## config.mk

```make
export PLATFORM = sky130hd
export DESIGN_NAME = gpio_port8
export DESIGN_NICKNAME = d
export VERILOG_FILES = /design/src/rtl/gpio_port8_pkg.sv /design/src/rtl/gpio_port8_ctrl.sv /design/src/rtl/gpio_port8_dp.sv /design/src/rtl/gpio_port8.sv
export SDC_FILE = /design/constraint.sdc
export NUM_CORES = 1
export LEC_CHECK = 0
export ABC_AREA = 1
export BUFFER_PORTS_ARGS = -buffer_cell sky130_fd_sc_hd__clkbuf_2
export CELL_PAD_IN_SITES_DETAIL_PLACEMENT = 1
export CELL_PAD_IN_SITES_GLOBAL_PLACEMENT = 1
export CORE_ASPECT_RATIO = 2
export CORE_MARGIN = 2
export CORE_UTILIZATION = 37
export CTS_CLUSTER_DIAMETER = 120
export DETAILED_ROUTE_END_ITERATION = 7
export HOLD_SLACK_MARGIN = 0.03
export PLACE_DENSITY_LB_ADDON = 0.3
export SYNTH_ARGS = -nofsm -noshare
export SYNTH_HDL_FRONTEND = slang
export SYNTH_SLANG_ARGS = --single-unit
```

## constraint.sdc

```tcl
create_clock -name clk -period 1 [get_ports clk]
set_input_delay 0.2 -clock clk [delete_from_list [all_inputs] [get_ports clk]]
set_output_delay 0.2 -clock clk [all_outputs]
set_load 0.01 [all_outputs]
```

## src/rtl/gpio_port8_pkg.sv

```systemverilog
package gpio_port8_pkg;

  typedef struct packed {
    logic wrDir;
    logic wrLatch;
    logic wrPull;
    logic rdAny;
    logic rdLatch;
    logic rdPin;
    logic rdPull;
  } regStrobe_t;

endpackage

```

## src/rtl/gpio_port8_ctrl.sv

```systemverilog
module gpio_port8_ctrl
  import gpio_port8_pkg::*;
#(
  parameter int ADDR_W = 16,
  parameter logic [ADDR_W-1:0] DIR_ADDR   = 16'hFE3C,
  parameter logic [ADDR_W-1:0] LATCH_ADDR = 16'hFF0C,
  parameter logic [ADDR_W-1:0] PIN_ADDR   = 16'hFFBC,
  parameter logic [ADDR_W-1:0] PULL_ADDR  = 16'hFE43
) (
  input  logic              manRstN,
  input  logic              hwStby,
  input  logic              swStby,
  input  logic [ADDR_W-1:0] addr,
  input  logic              wrEn,
  input  logic              rdEn,
  output regStrobe_t        strobe
);

  logic hitDir, hitLatch, hitPin, hitPull, wrOk;

  always_comb begin
    hitDir   = (addr == DIR_ADDR);
    hitLatch = (addr == LATCH_ADDR);
    hitPin   = (addr == PIN_ADDR);
    hitPull  = (addr == PULL_ADDR);
    // writes are blocked by manual reset and by either standby
    wrOk     = wrEn && manRstN && !hwStby && !swStby;

    strobe.wrDir   = wrOk && hitDir;
    strobe.wrLatch = wrOk && hitLatch;
    strobe.wrPull  = wrOk && hitPull;
    strobe.rdAny   = rdEn;
    strobe.rdLatch = rdEn && hitLatch;
    strobe.rdPin   = rdEn && hitPin;
    strobe.rdPull  = rdEn && hitPull;
  end

  // at most one register selected per access
  always_comb begin
    p_one_select_r1: assert ($onehot0({strobe.rdLatch, strobe.rdPin, strobe.rdPull}))
      else $error("p_one_select_r1");
  end

endmodule

```

## src/rtl/gpio_port8_dp.sv

```systemverilog
module gpio_port8_dp
  import gpio_port8_pkg::*;
#(
  parameter int PORT_W = 8,
  parameter int SYNC_STAGES = 2,
  parameter int MODE_W = 3
) (
  input  logic              clk,
  input  logic              porRstN,
  input  logic              manRstN,
  input  logic              hwStby,
  input  logic              swStby,
  input  logic [MODE_W-1:0] mode,
  input  regStrobe_t        strobe,
  input  logic [PORT_W-1:0] wrData,
  input  logic [PORT_W-1:0] pinIn,
  output logic [PORT_W-1:0] rdData,
  output logic [PORT_W-1:0] pinOe,
  output logic [PORT_W-1:0] pinOut,
  output logic [PORT_W-1:0] pullEn
);

  logic [PORT_W-1:0] dirReg, latchReg, pullReg, pinState, rdNext;
  logic [PORT_W-1:0] syncQ [SYNC_STAGES];
  logic busMode;

  assign busMode = (mode >= MODE_W'(4)) && (mode <= MODE_W'(6));

  always_ff @(posedge clk or negedge porRstN) begin
    if (!porRstN)         dirReg <= '0;
    else if (hwStby)      dirReg <= '0;
    else if (strobe.wrDir) dirReg <= wrData;
  end

  always_ff @(posedge clk or negedge porRstN) begin
    if (!porRstN) begin
      latchReg <= '0;
      pullReg  <= '0;
    end else if (!manRstN) begin
      latchReg <= '0;
      pullReg  <= '0;
    end else begin
      if (strobe.wrLatch) latchReg <= wrData;
      if (strobe.wrPull)  pullReg  <= wrData;
    end
  end

  generate
    for (genvar s = 0; s < SYNC_STAGES; s++) begin : g_sync
      always_ff @(posedge clk or negedge porRstN) begin
        if (!porRstN) syncQ[s] <= '0;
        else if (s == 0) syncQ[s] <= pinIn;
        else syncQ[s] <= syncQ[(s == 0) ? 0 : s-1];
      end
    end
  endgenerate

  always_comb begin
    pinOe    = busMode ? '0 : dirReg;
    pinOut   = latchReg;
    pullEn   = busMode ? '0 : (pullReg & ~dirReg);
    pinState = (latchReg & pinOe) | (syncQ[SYNC_STAGES-1] & ~pinOe);
    rdNext   = '0;
    if (strobe.rdLatch)     rdNext = latchReg;
    else if (strobe.rdPin)  rdNext = pinState;
    else if (strobe.rdPull) rdNext = pullReg;
  end

  always_ff @(posedge clk or negedge porRstN) begin
    if (!porRstN)          rdData <= '0;
    else if (strobe.rdAny) rdData <= rdNext;
  end

  p_hwstby_clear_r7: assert property (@(posedge clk) disable iff (!porRstN)
    hwStby |=> (dirReg == '0)) else $error("p_hwstby_clear_r7");

  p_dir_keep_r6: assert property (@(posedge clk) disable iff (!porRstN)
    ((!manRstN || swStby) && !hwStby) |=> $stable(dirReg)) else $error("p_dir_keep_r6");

  p_latch_keep_r8: assert property (@(posedge clk) disable iff (!porRstN)
    (swStby && manRstN) |=> ($stable(latchReg) && $stable(pullReg))) else $error("p_latch_keep_r8");

  p_bus_release_r9: assert property (@(posedge clk) disable iff (!porRstN)
    busMode |-> (pinOe == '0 && pullEn == '0)) else $error("p_bus_release_r9");

  p_pull_inputs_r12: assert property (@(posedge clk) disable iff (!porRstN)
    (pullEn & pinOe) == '0) else $error("p_pull_inputs_r12");

  p_rd_hold_r3: assert property (@(posedge clk) disable iff (!porRstN)
    !strobe.rdAny |=> $stable(rdData)) else $error("p_rd_hold_r3");

  p_unmapped_zero_r4: assert property (@(posedge clk) disable iff (!porRstN)
    (strobe.rdAny && !strobe.rdLatch && !strobe.rdPin && !strobe.rdPull) |=> (rdData == '0))
    else $error("p_unmapped_zero_r4");

endmodule

```

## src/rtl/gpio_port8.sv

```systemverilog
module gpio_port8
  import gpio_port8_pkg::*;
#(
  parameter int ADDR_W = 16,
  parameter int PORT_W = 8,
  parameter int MODE_W = 3,
  parameter int SYNC_STAGES = 2
) (
  input  logic              clk,
  input  logic              porRstN,
  input  logic              manRstN,
  input  logic              hwStby,
  input  logic              swStby,
  input  logic [MODE_W-1:0] mode,
  input  logic [ADDR_W-1:0] addr,
  input  logic [PORT_W-1:0] wrData,
  input  logic              wrEn,
  input  logic              rdEn,
  output logic [PORT_W-1:0] rdData,
  input  logic [PORT_W-1:0] pinIn,
  output logic [PORT_W-1:0] pinOe,
  output logic [PORT_W-1:0] pinOut,
  output logic [PORT_W-1:0] pullEn
);

  regStrobe_t strobe;

  gpio_port8_ctrl #(.ADDR_W(ADDR_W)) ctrl_i (
    .manRstN(manRstN), .hwStby(hwStby), .swStby(swStby),
    .addr(addr), .wrEn(wrEn), .rdEn(rdEn), .strobe(strobe)
  );

  gpio_port8_dp #(.PORT_W(PORT_W), .SYNC_STAGES(SYNC_STAGES), .MODE_W(MODE_W)) dp_i (
    .clk(clk), .porRstN(porRstN), .manRstN(manRstN), .hwStby(hwStby), .swStby(swStby),
    .mode(mode), .strobe(strobe), .wrData(wrData), .pinIn(pinIn),
    .rdData(rdData), .pinOe(pinOe), .pinOut(pinOut), .pullEn(pullEn)
  );

endmodule

```

==> results of run 1 <==
-- logic make-up (layout without fill, tap and decap cells) --
kind of cell / Yosys count / count (layout) / synth area share
flip-flops: 48 / 48 / 0.511
AO/OA/AOI/OAI: 24 / 24 / 0.0575
AND/OR/NAND/NOR: 163 / 165 / 0.359
buffers and inverters: 39 / 178 / 0.0719
-- worst register-to-register path: stages (launching register included) --
cell,delay (ns)
dfrtp_1,0.42
nand2_2,0.12
buf_6,0.14
nand2_4,0.04
o21ai_2,0.05
nand3_1,0.08
nand4_1,0.10
-- synth_stat cells, drive strengths merged --
master / count
buf: 7
nand3: 52
nand3b: 1
nand4: 16
nand2: 70
o21ai: 24
dfrtp: 48
inv: 30
nor3: 1
nor3b: 1
clkbuf: 2
nor2: 22
-- state kept, by name, indices dropped and copies added, names as in the netlist --
name	cells
dp_i.dirReg	8
dp_i.pinOut	8
dp_i.pullReg	8
dp_i.rdData	8
dp_i.syncQ	16
-- metrics by stage --
stage	TNS, ns	instance area, um^2	setup WS [ns]
after floorplan	-2.72	2450	-0.118
after global placement	-6.96	3050	-0.232
after detailed placement	-8.60	3050	-0.267
after CTS	-2.77	3430	-0.188
after global routing	-6.43	4020	-0.295
final	-4.26	4020	-0.273
-- metal layers --
layer	share of wire	track usage	wire [um]	vias up
li1	-	-	-	1188
met5	0	0	0	-
met1	0.36	0.287	3810	1347
met2	0.56	0.446	6030	93
met4	0.049	0.0859	526	0
met3	0.029	0.0299	308	37
-- cell type report --
cell class / count / area [um^2]
Sequential cell: 48 / 1200
Multi-Input combinational cell: 189 / 1340
Timing Repair Buffer: 141 / 1110
Inverter: 30 / 120
Clock inverter: 2 / 12.5
Tap cell: 86 / 108
Fill cell: 709 / 2190
Clock buffer: 5 / 125
-- power breakdown --
part	leakage, nW	total (W)	switching [W]	internal (W)
registers	0.632	0.00199	0.0000199	0.00197
logic	1.39	0.000484	0.000279	0.000205
clock network	0.0657	0.00168	0.000767	0.000910
-- what timing repair did --
item | CTS | global route
cloned | 0 | 3
setup endpoints to repair | 27 | 64
hold buffers | 9 | 0
setup buffers | 19 | 19
hold endpoints to repair | 17 | 0
pin swaps | 9 | 47
gates resized for setup | 10 | 124
-- worst min path at each step --
| stage | slack (ns) | start | cells past startpoint | end |
|---|---|---|---|---|
| floorplan | -0.1 | porRstN | 0 | dp_i.dirReg[0]$_DFFE_PN0P_ |
| global placement | 0.11 | porRstN | 1 | dp_i.rdData[0]$_DFFE_PN0P_ |
| detailed placement | 0.12 | porRstN | 1 | dp_i.rdData[0]$_DFFE_PN0P_ |
| CTS | 0.16 | wrData[6] | 3 | dp_i.dirReg[6]$_DFFE_PN0P_ |
| global route | 0.16 | wrData[5] | 3 | dp_i.dirReg[5]$_DFFE_PN0P_ |
| finish | 0.14 | wrData[5] | 3 | dp_i.dirReg[5]$_DFFE_PN0P_ |
==> impl_metrics.py, run 1 <==
metrics = {
    "worst_setup_path": {
        "path_max_fanout": 2,
        "r2r_slack_ns": -0.09,
        "start_kind": "flip-flop",
        "crit_path_end_kind": "output port",
        "worstReg2RegStart": "dp_i.dirReg[4]$_DFFE_PN0P_",
        "cp.arrival_ns": 1.07,
        "path_depth": 3,
        "cp-startpoint": "dp_i.pullReg[1]$_DFFE_PN0P_",
        "reg2reg_depth": 6,
        "r2r-end": "dp_i.rdData[4]$_DFFE_PN0P_",
        "critPathMaxStageDelay_ns": 0.38,
        "criticalPathCategory": "reg -> out",
        "cp_cell_sequence": "nand2_1, nor2_1, buf_2",
        "cpMaxStageDelayCell": "dfrtp_1",
        "cpLargestDelayFamily": "flip-flops",
        "cp_num_buf_inv": 1,
        "cp.required_ns": 0.80,
        "endpoint": "pullEn[1]",
    },
    "routing": {
        "routed_wl_mm": 10.7,
        "vias_per_cell": 5.32,
        "dr.first_iter.drc_count": 141,
        "dr.pass1.iters": 4,
        "drcViolationCount": 0,
        "via_count": 2665,
        "postRouteAntennaNets": 0,
        "wl_per_cell_um": 21.3,
    },
    "clock_network": {
        "root_buffer": "clkbuf_16",
        "path_clk_slew_ns": 0.06,
        "cts_tree": "yes",
        "cts_htree_levels": 2,
        "cts_buffers": 5,
        "clk_latency_ns": 0.30,
        "cts_sinks": 48,
        "cts.path.max_buffers": 2,
    },
    "timing": {
        "skew_ns": 0.00723,
        "clock.fmax_mhz": 785,
        "setup_viol": 47,
        "hold_violations": 0,
        "max-slew-margin-rel": 0.728,
        "min_period_over_period": 1.27,
        "hold_ws_ns": 0.139,
        "rsz0062_at_grt": "yes",
        "min_period_ns": 1.27,
        "tightest_slew_ns": 0.409,
        "final.setup.worst_slack_ns": -0.273,
        "slew_viol_final": 0,
    },
    "run": {
        "maxCapViolCount": 0,
    },
    "floorplan": {
        "die_h_um": 117,
        "top_level_ports": 74,
        "placeableCoreArea_um2": 6210,
        "die_area_um2": 7040,
        "start_util": 0.379,
        "std_cell_rows": 41,
        "die_width_um": 60.4,
    },
    "logic_synthesis": {
        "yosysTopAreaCell": "dfrtp_1",
        "yosysWarnings": 0,
        "ys_seq_area_frac": 0.511,
        "synth_area_per_cell_um2": 8.58,
        "synth_area_leaders": "dfrtp_1 51%, nand2_1 11%, nand3_1 10%",
        "syn_nets": 316,
        "netlist_area_um2": 2350,
        "ys_ff_latch": 48,
        "synth_top_area_share": 0.511,
        "ys_types": 23,
        "syn_inst": 274,
    },
    "final_layout": {
        "antenna_cells": 0,
        "layout_commonest_cell": "clkbuf_2",
        "drive_above_1_share": 0.569,
        "final_cell_mix": "49 x clkbuf_2, 47 x dfrtp_1, 45 x buf_4",
        "fin_cells": 501,
        "final_util": 0.647,
        "area_growth_pct": 70.9,
        "fin_nets": 457,
    },
    "placement": {
        "io_buffer_count": 73,
        "place.gp.congestion": 0.746,
        "dp_cells": 444,
        "dp_hpwl_mm": 5.39,
    },
    "run_status": {
        "status": "complete, but fails checks",
        "failed_checks": "negative setup slack",
    },
    "global_routing": {
        "grt_max_degree": 25,
        "antenna_found_initial": 0,
        "grt_overflow": 0,
        "grtUsageTotal": 0.246,
        "grt_pass1_vias": 2541,
        "grt_pass1_wl_mm": 12.8,
    },
    "power_and_ir_drop": {
        "p_per_area_nw_per_um2": 1030,
        "p_leak_nw": 2.08,
        "peakVddDrop_uv": 1060,
        "fin_total_pwr_w": 0.00415,
    },
    "min_path": {
        "hp-class": "in -> reg",
    },
}
No activity file was read; power rests on OpenSTA's default activity.
==> run 2: changes to the inputs <==
--- a/config.mk
+++ b/config.mk
@@ -6,14 +6,14 @@
 export NUM_CORES = 1
 export LEC_CHECK = 0
 export ABC_AREA = 1
-export BUFFER_PORTS_ARGS = -buffer_cell sky130_fd_sc_hd__clkbuf_2
 export CELL_PAD_IN_SITES_DETAIL_PLACEMENT = 1
 export CELL_PAD_IN_SITES_GLOBAL_PLACEMENT = 1
 export CORE_ASPECT_RATIO = 2
 export CORE_MARGIN = 2
-export CORE_UTILIZATION = 37
+export CORE_UTILIZATION = 45
 export CTS_CLUSTER_DIAMETER = 120
 export DETAILED_ROUTE_END_ITERATION = 7
+export DONT_BUFFER_PORTS = 1
 export HOLD_SLACK_MARGIN = 0.03
 export PLACE_DENSITY_LB_ADDON = 0.3
 export SYNTH_ARGS = -nofsm -noshare
==> impl_metrics.py, run 2 (synthesized netlist as in run 1, its figures left out) <==
metrics = {
    "global_routing": {
        "grtUsageTotal": 0.295,
        "grt_max_degree": 49,
        "antenna_found_initial": 0,
        "grt_pass1_vias": 2385,
        "grt_pass1_wl_mm": 12.0,
        "grt_overflow": 0,
    },
    "routing": {
        "dr.pass1.iters": 6,
        "dr.first_iter.drc_count": 76,
        "wl_per_cell_um": 20.9,
        "drcViolationCount": 0,
        "postRouteAntennaNets": 0,
        "routed_wl_mm": 8.17,
        "via_count": 2237,
        "vias_per_cell": 5.72,
    },
    "floorplan": {
        "std_cell_rows": 37,
        "start_util": 0.461,
        "placeableCoreArea_um2": 5090,
        "die_width_um": 55.1,
        "top_level_ports": 74,
        "die_area_um2": 5850,
        "die_h_um": 106,
    },
    "timing": {
        "min_period_ns": 1.20,
        "final.setup.worst_slack_ns": -0.196,
        "max-slew-margin-rel": 0.563,
        "hold_ws_ns": -0.440,
        "rsz0062_at_grt": "yes",
        "fin_tns_setup_ns": -2.68,
        "tightest_slew_ns": 0.656,
        "setup_viol": 23,
        "min_period_over_period": 1.20,
        "clock.fmax_mhz": 836,
        "slew_viol_final": 0,
        "skew_ns": 0.00688,
        "hold_violations": 48,
    },
    "worst_setup_path": {
        "criticalPathCategory": "reg -> out",
        "path_max_fanout": 3,
        "reg2reg_depth": 7,
        "cp-startpoint": "dp_i.dirReg[0]$_DFFE_PN0P_",
        "r2r-end": "dp_i.rdData[0]$_DFFE_PN0P_",
        "crit_path_end_kind": "output port",
        "r2r_slack_ns": -0.13,
        "start_kind": "flip-flop",
        "cp.required_ns": 0.80,
        "worstReg2RegStart": "dp_i.dirReg[0]$_DFFE_PN0P_",
        "cp.arrival_ns": 1.00,
        "endpoint": "pinOe[0]",
    },
    "run_status": {
        "status": "complete, but fails checks",
        "failed_checks": "negative hold slack, negative setup slack",
    },
    "clock_network": {
        "cts_htree_levels": 2,
        "cts.path.max_buffers": 2,
        "clk_latency_ns": 0.32,
        "cts_sinks": 48,
        "cts_buffers": 5,
        "cts_tree": "yes",
        "path_clk_slew_ns": 0.09,
        "root_buffer": "clkbuf_8",
    },
    "power_and_ir_drop": {
        "sw_frac_of_total": 0.247,
        "internal-power_w": 0.00256,
        "seqPwrFrac": 0.585,
        "p_switching_w": 0.000840,
        "peakVddDrop_uv": 1220,
        "combPwrFrac": 0.072,
        "p_leak_nw": 1.62,
        "clock_power_share": 0.343,
        "p_per_area_nw_per_um2": 1040,
    },
    "placement": {
        "io_buffer_count": 0,
        "dp_hpwl_mm": 4.79,
        "place.gp.congestion": 0.812,
    },
    "final_layout": {
        "largest_reg_flops": 16,
        "final_cell_mix": "44 x nand2_1, 41 x dfrtp_1, 38 x nand3_1",
        "antenna_cells": 0,
        "layout_commonest_cell": "nand2_1",
        "drive_above_1_share": 0.405,
        "fin_nets": 375,
        "fillers": 573,
        "multiInputGateArea_um2": 1210,
        "area_growth_pct": 38.5,
        "seqCellArea_um2": 1210,
        "largest-register": "dp_i.syncQ",
    },
    "run": {
        "maxCapViolCount": 0,
    },
    "min_path": {
        "hp-class": "in -> async",
    },
}
## run 2: worst min path at each step
stage                 start                          end
floorplan           porRstN   dp_i.dirReg[0]$_DFFE_PN0P_
global placement    porRstN      dp_i.syncQ[7]$_DFF_PN0_
detailed placement  porRstN      dp_i.syncQ[7]$_DFF_PN0_
CTS                 porRstN   dp_i.pinOut[2]$_DFFE_PN0P_
global route        porRstN  dp_i.pullReg[2]$_DFFE_PN0P_
finish              porRstN  dp_i.pullReg[2]$_DFFE_PN0P_
## run 2: worst max-delay path: stages (launching register included)
cell and delay, ns:
dfrtp_2 0.44, nand2_4 0.06, buf_6 0.12, inv_4 0.05
## run 2: layout make-up
class,count,area share
inverters,30,0.0377
repair buffers,61,0.171
well taps,58,0.0223
clock inverters,2,0.00384
flip-flops and latches,48,0.372
multi-input cells,187,0.372
clock buffers,5,0.0211
## run 2: timing repair
action / 4_1_cts / 5_1_grt
hold buffers: 18 / 1
buffers inserted: 22 / 7
pin swaps: 13 / 14
gates resized for setup: 33 / 45
endpoints found under the setup margin: 21 / 41
endpoints found under the hold margin: 75 / 49
gates cloned: 0 / 0
## run 2: metal layers
metal,global-route usage,vias to the layer above,part of all wire
met1,0.314,1117,0.34
met2,0.520,79,0.58
li1,-,1021,-
met5,0,-,0
met4,0.134,0,0.037
met3,0.0590,20,0.039
## run 2: metrics by stage
| stage | cells | total power, W | setup slack, ns | util | instance area, um^2 |
|---|---|---|---|---|---|
| CTS | 383 | 0.00337 | -0.192 | 0.603 | 3070 |
| global route | 391 | 0.00350 | -0.221 | 0.639 | 3250 |
| detailed placement | 336 | 0.00217 | -0.161 | 0.505 | 2570 |
| global placement | 336 | 0.00216 | -0.112 | 0.505 | 2570 |
| finish | 391 | 0.00340 | -0.196 | 0.639 | 3250 |
| floorplan | 274 | 0.00215 | -0.118 | - | 2450 |
## run 2: power groups by stage
stage               sequential (W)  combinational (W)  clock [W]
floorplan                  0.00202           0.000138          0
global placement           0.00202           0.000137          0
detailed placement         0.00202           0.000142          0
CTS                        0.00198           0.000214    0.00117
global route               0.00199           0.000267    0.00124
finish                     0.00199           0.000244    0.00117
==> run 3: changes to the inputs <==
--- a/config.mk
+++ b/config.mk
@@ -14,6 +14,7 @@
 export CTS_CLUSTER_DIAMETER = 120
 export DETAILED_ROUTE_END_ITERATION = 7
 export DONT_BUFFER_PORTS = 1
+export GPL_TIMING_DRIVEN = 0
 export HOLD_SLACK_MARGIN = 0.03
 export PLACE_DENSITY_LB_ADDON = 0.3
 export SYNTH_ARGS = -nofsm -noshare
==> impl_metrics.py, run 3 (synthesized netlist as in run 1, its figures left out) <==
metrics = {
    "run_status": {
        "status": "complete, but fails checks",
        "failed_checks": "negative hold slack, negative setup slack",
    },
    "routing": {
        "wl_per_cell_um": 20.2,
        "vias_per_cell": 5.83,
        "dr.first_iter.drc_count": 36,
        "drcViolationCount": 0,
        "via_count": 2226,
        "routed_wl_mm": 7.72,
        "postRouteAntennaNets": 0,
        "dr.pass1.iters": 4,
    },
    "final_layout": {
        "final_util": 0.622,
        "design_area_um2": 3170,
        "drive_above_1_share": 0.407,
        "layout_commonest_cell": "nand2_1",
        "largest_reg_flops": 16,
        "final_cell_mix": "43 x nand2_1, 38 x nand3_1, 37 x dfrtp_1",
        "area_growth_pct": 34.7,
        "antenna_cells": 0,
        "fin_nets": 365,
        "largest-register": "dp_i.syncQ",
    },
    "timing": {
        "min_period_ns": 1.16,
        "skew_ns": 0.00660,
        "fin_tns_setup_ns": -2.20,
        "hold_ws_ns": -0.442,
        "max-slew-margin-rel": 0.661,
        "slew_viol_final": 0,
        "clock.fmax_mhz": 863,
        "tightest_slew_ns": 0.509,
        "hold_violations": 48,
        "final.setup.worst_slack_ns": -0.159,
        "rsz0062_at_grt": "yes",
        "min_period_over_period": 1.16,
        "setup_viol": 20,
    },
    "clock_network": {
        "clk_latency_ns": 0.33,
        "cts_sinks": 48,
        "cts_tree": "yes",
        "path_clk_slew_ns": 0.10,
        "cts_htree_levels": 2,
        "root_buffer": "clkbuf_8",
        "cts.path.max_buffers": 2,
        "cts_buffers": 5,
    },
    "worst_setup_path": {
        "cp_cell_sequence": "nand2_4, inv_2",
        "start_kind": "flip-flop",
        "critPathMaxStageDelay_ns": 0.48,
        "crit_path_end_kind": "output port",
        "cp.required_ns": 0.80,
        "path_max_fanout": 3,
        "criticalPathCategory": "reg -> out",
        "cpMaxStageDelayCell": "dfrtp_2",
        "cp.arrival_ns": 0.96,
    },
    "floorplan": {
        "die_h_um": 106,
        "die_width_um": 55.1,
        "top_level_ports": 74,
        "start_util": 0.461,
        "std_cell_rows": 37,
        "placeableCoreArea_um2": 5090,
        "die_area_um2": 5850,
    },
    "power_and_ir_drop": {
        "p_per_area_nw_per_um2": 1190,
        "sw_frac_of_total": 0.234,
        "p_leak_nw": 1.55,
        "p_switching_w": 0.000886,
        "internal-power_w": 0.00289,
        "seqPwrFrac": 0.526,
        "clock_power_share": 0.406,
        "combPwrFrac": 0.068,
        "peakVddDrop_uv": 1290,
    },
    "run": {
        "maxCapViolCount": 0,
    },
    "placement": {
        "post_dp_cell_area_um2": 2520,
        "dp_hpwl_mm": 5.04,
        "place.gp.congestion": 0.779,
        "place_ws_ns": -0.414,
        "io_buffer_count": 0,
    },
    "global_routing": {
        "grt_max_degree": 49,
        "grt_pass1_vias": 2263,
        "antenna_found_initial": 0,
        "grtUsageTotal": 0.268,
        "grt_pass1_wl_mm": 10.9,
        "grt_overflow": 0,
    },
    "min_path": {
        "hp-class": "in -> async",
    },
}
-- run 3: changes by cell type in the layout (fill, tap and decap cells not counted), sizes merged --
| cell | change |
|---|---|
| dlygate4sd3 | -3 |
| dlymetal6s4s | -1 |
| buf | -8 |
| clkinvlp | -1 |
| bufinv | +1 |
| clkbuf | +3 |
-- run 3: worst max-delay path: cells and delay by family (launching register included) --
| kind | cells | cell delay [ns] |
|---|---|---|
| simple gates | 1 | 0.10 |
| buf+inv | 1 | 0.05 |
| flops | 1 | 0.48 |
-- run 3: final cells by class --
type	instances	area, um^2
buffer	9	66.3
sequential	48	1210
clock inverter	2	38.8
fill	598	1930
clock buffer	6	82.6
timing repair buffer	42	364
inverter	30	123
tap	58	72.6
multi-input combinational	187	1200
-- run 3: repair_timing --
action,in CTS,in global routing
pin swaps,19,15
gates resized for setup,39,36
hold endpoints to repair,63,49
hold buffers,14,1
gates cloned,0,0
endpoints found under the setup margin,27,47
buffers inserted,15,12
-- run 3: power by group through the flow --
stage                     logic (W)  registers, W  clock network (W)
final                      0.000257       0.00199            0.00153
after global routing       0.000279       0.00199            0.00162
after floorplan            0.000138       0.00202                  0
after CTS                  0.000231       0.00199            0.00155
after detailed placement   0.000177       0.00202                  0
after global placement     0.000171       0.00202                  0
-- run 3: per-stage QoR --
step           total power (W)  hold WS, ns  instances
2_1_floorplan          0.00215      -0.0956        274
3_3_place_gp           0.00219      -0.0944        332
3_5_place_dp           0.00220      -0.0942        332
4_1_cts                0.00377       -0.447        369
5_1_grt                0.00389       -0.456        382
6_report               0.00378       -0.442        382
-- run 3: per-layer routing --
layer	routed length, um	vias up	track usage
li1	-	1003	-
met1	2430	1107	0.269
met2	4540	99	0.482
met3	455	17	0.0618
met4	291	0	0.124
met5	0	-	0
-- run 3: path summary, 6_finish.rpt --
path / start / end / slack [ns] / cells after the start
worst max-delay path: dp_i.dirReg[3]$_DFFE_PN0P_ / pinOe[3] / -0.16 / 2
worst min-delay path: porRstN / dp_i.pinOut[2]$_DFFE_PN0P_ / -0.44 / 0
worst max register to register: dp_i.dirReg[3]$_DFFE_PN0P_ / dp_i.rdData[3]$_DFFE_PN0P_ / -0.06 / 6
worst min register to register: dp_i.syncQ[12]$_DFF_PN0_ / dp_i.syncQ[4]$_DFF_PN0_ / 0.36 / 0
max in group asynchronous: porRstN / dp_i.dirReg[7]$_DFFE_PN0P_ / 1.33 / 0
min in group clk: wrData[0] / dp_i.dirReg[0]$_DFFE_PN0P_ / 0.04 / 2
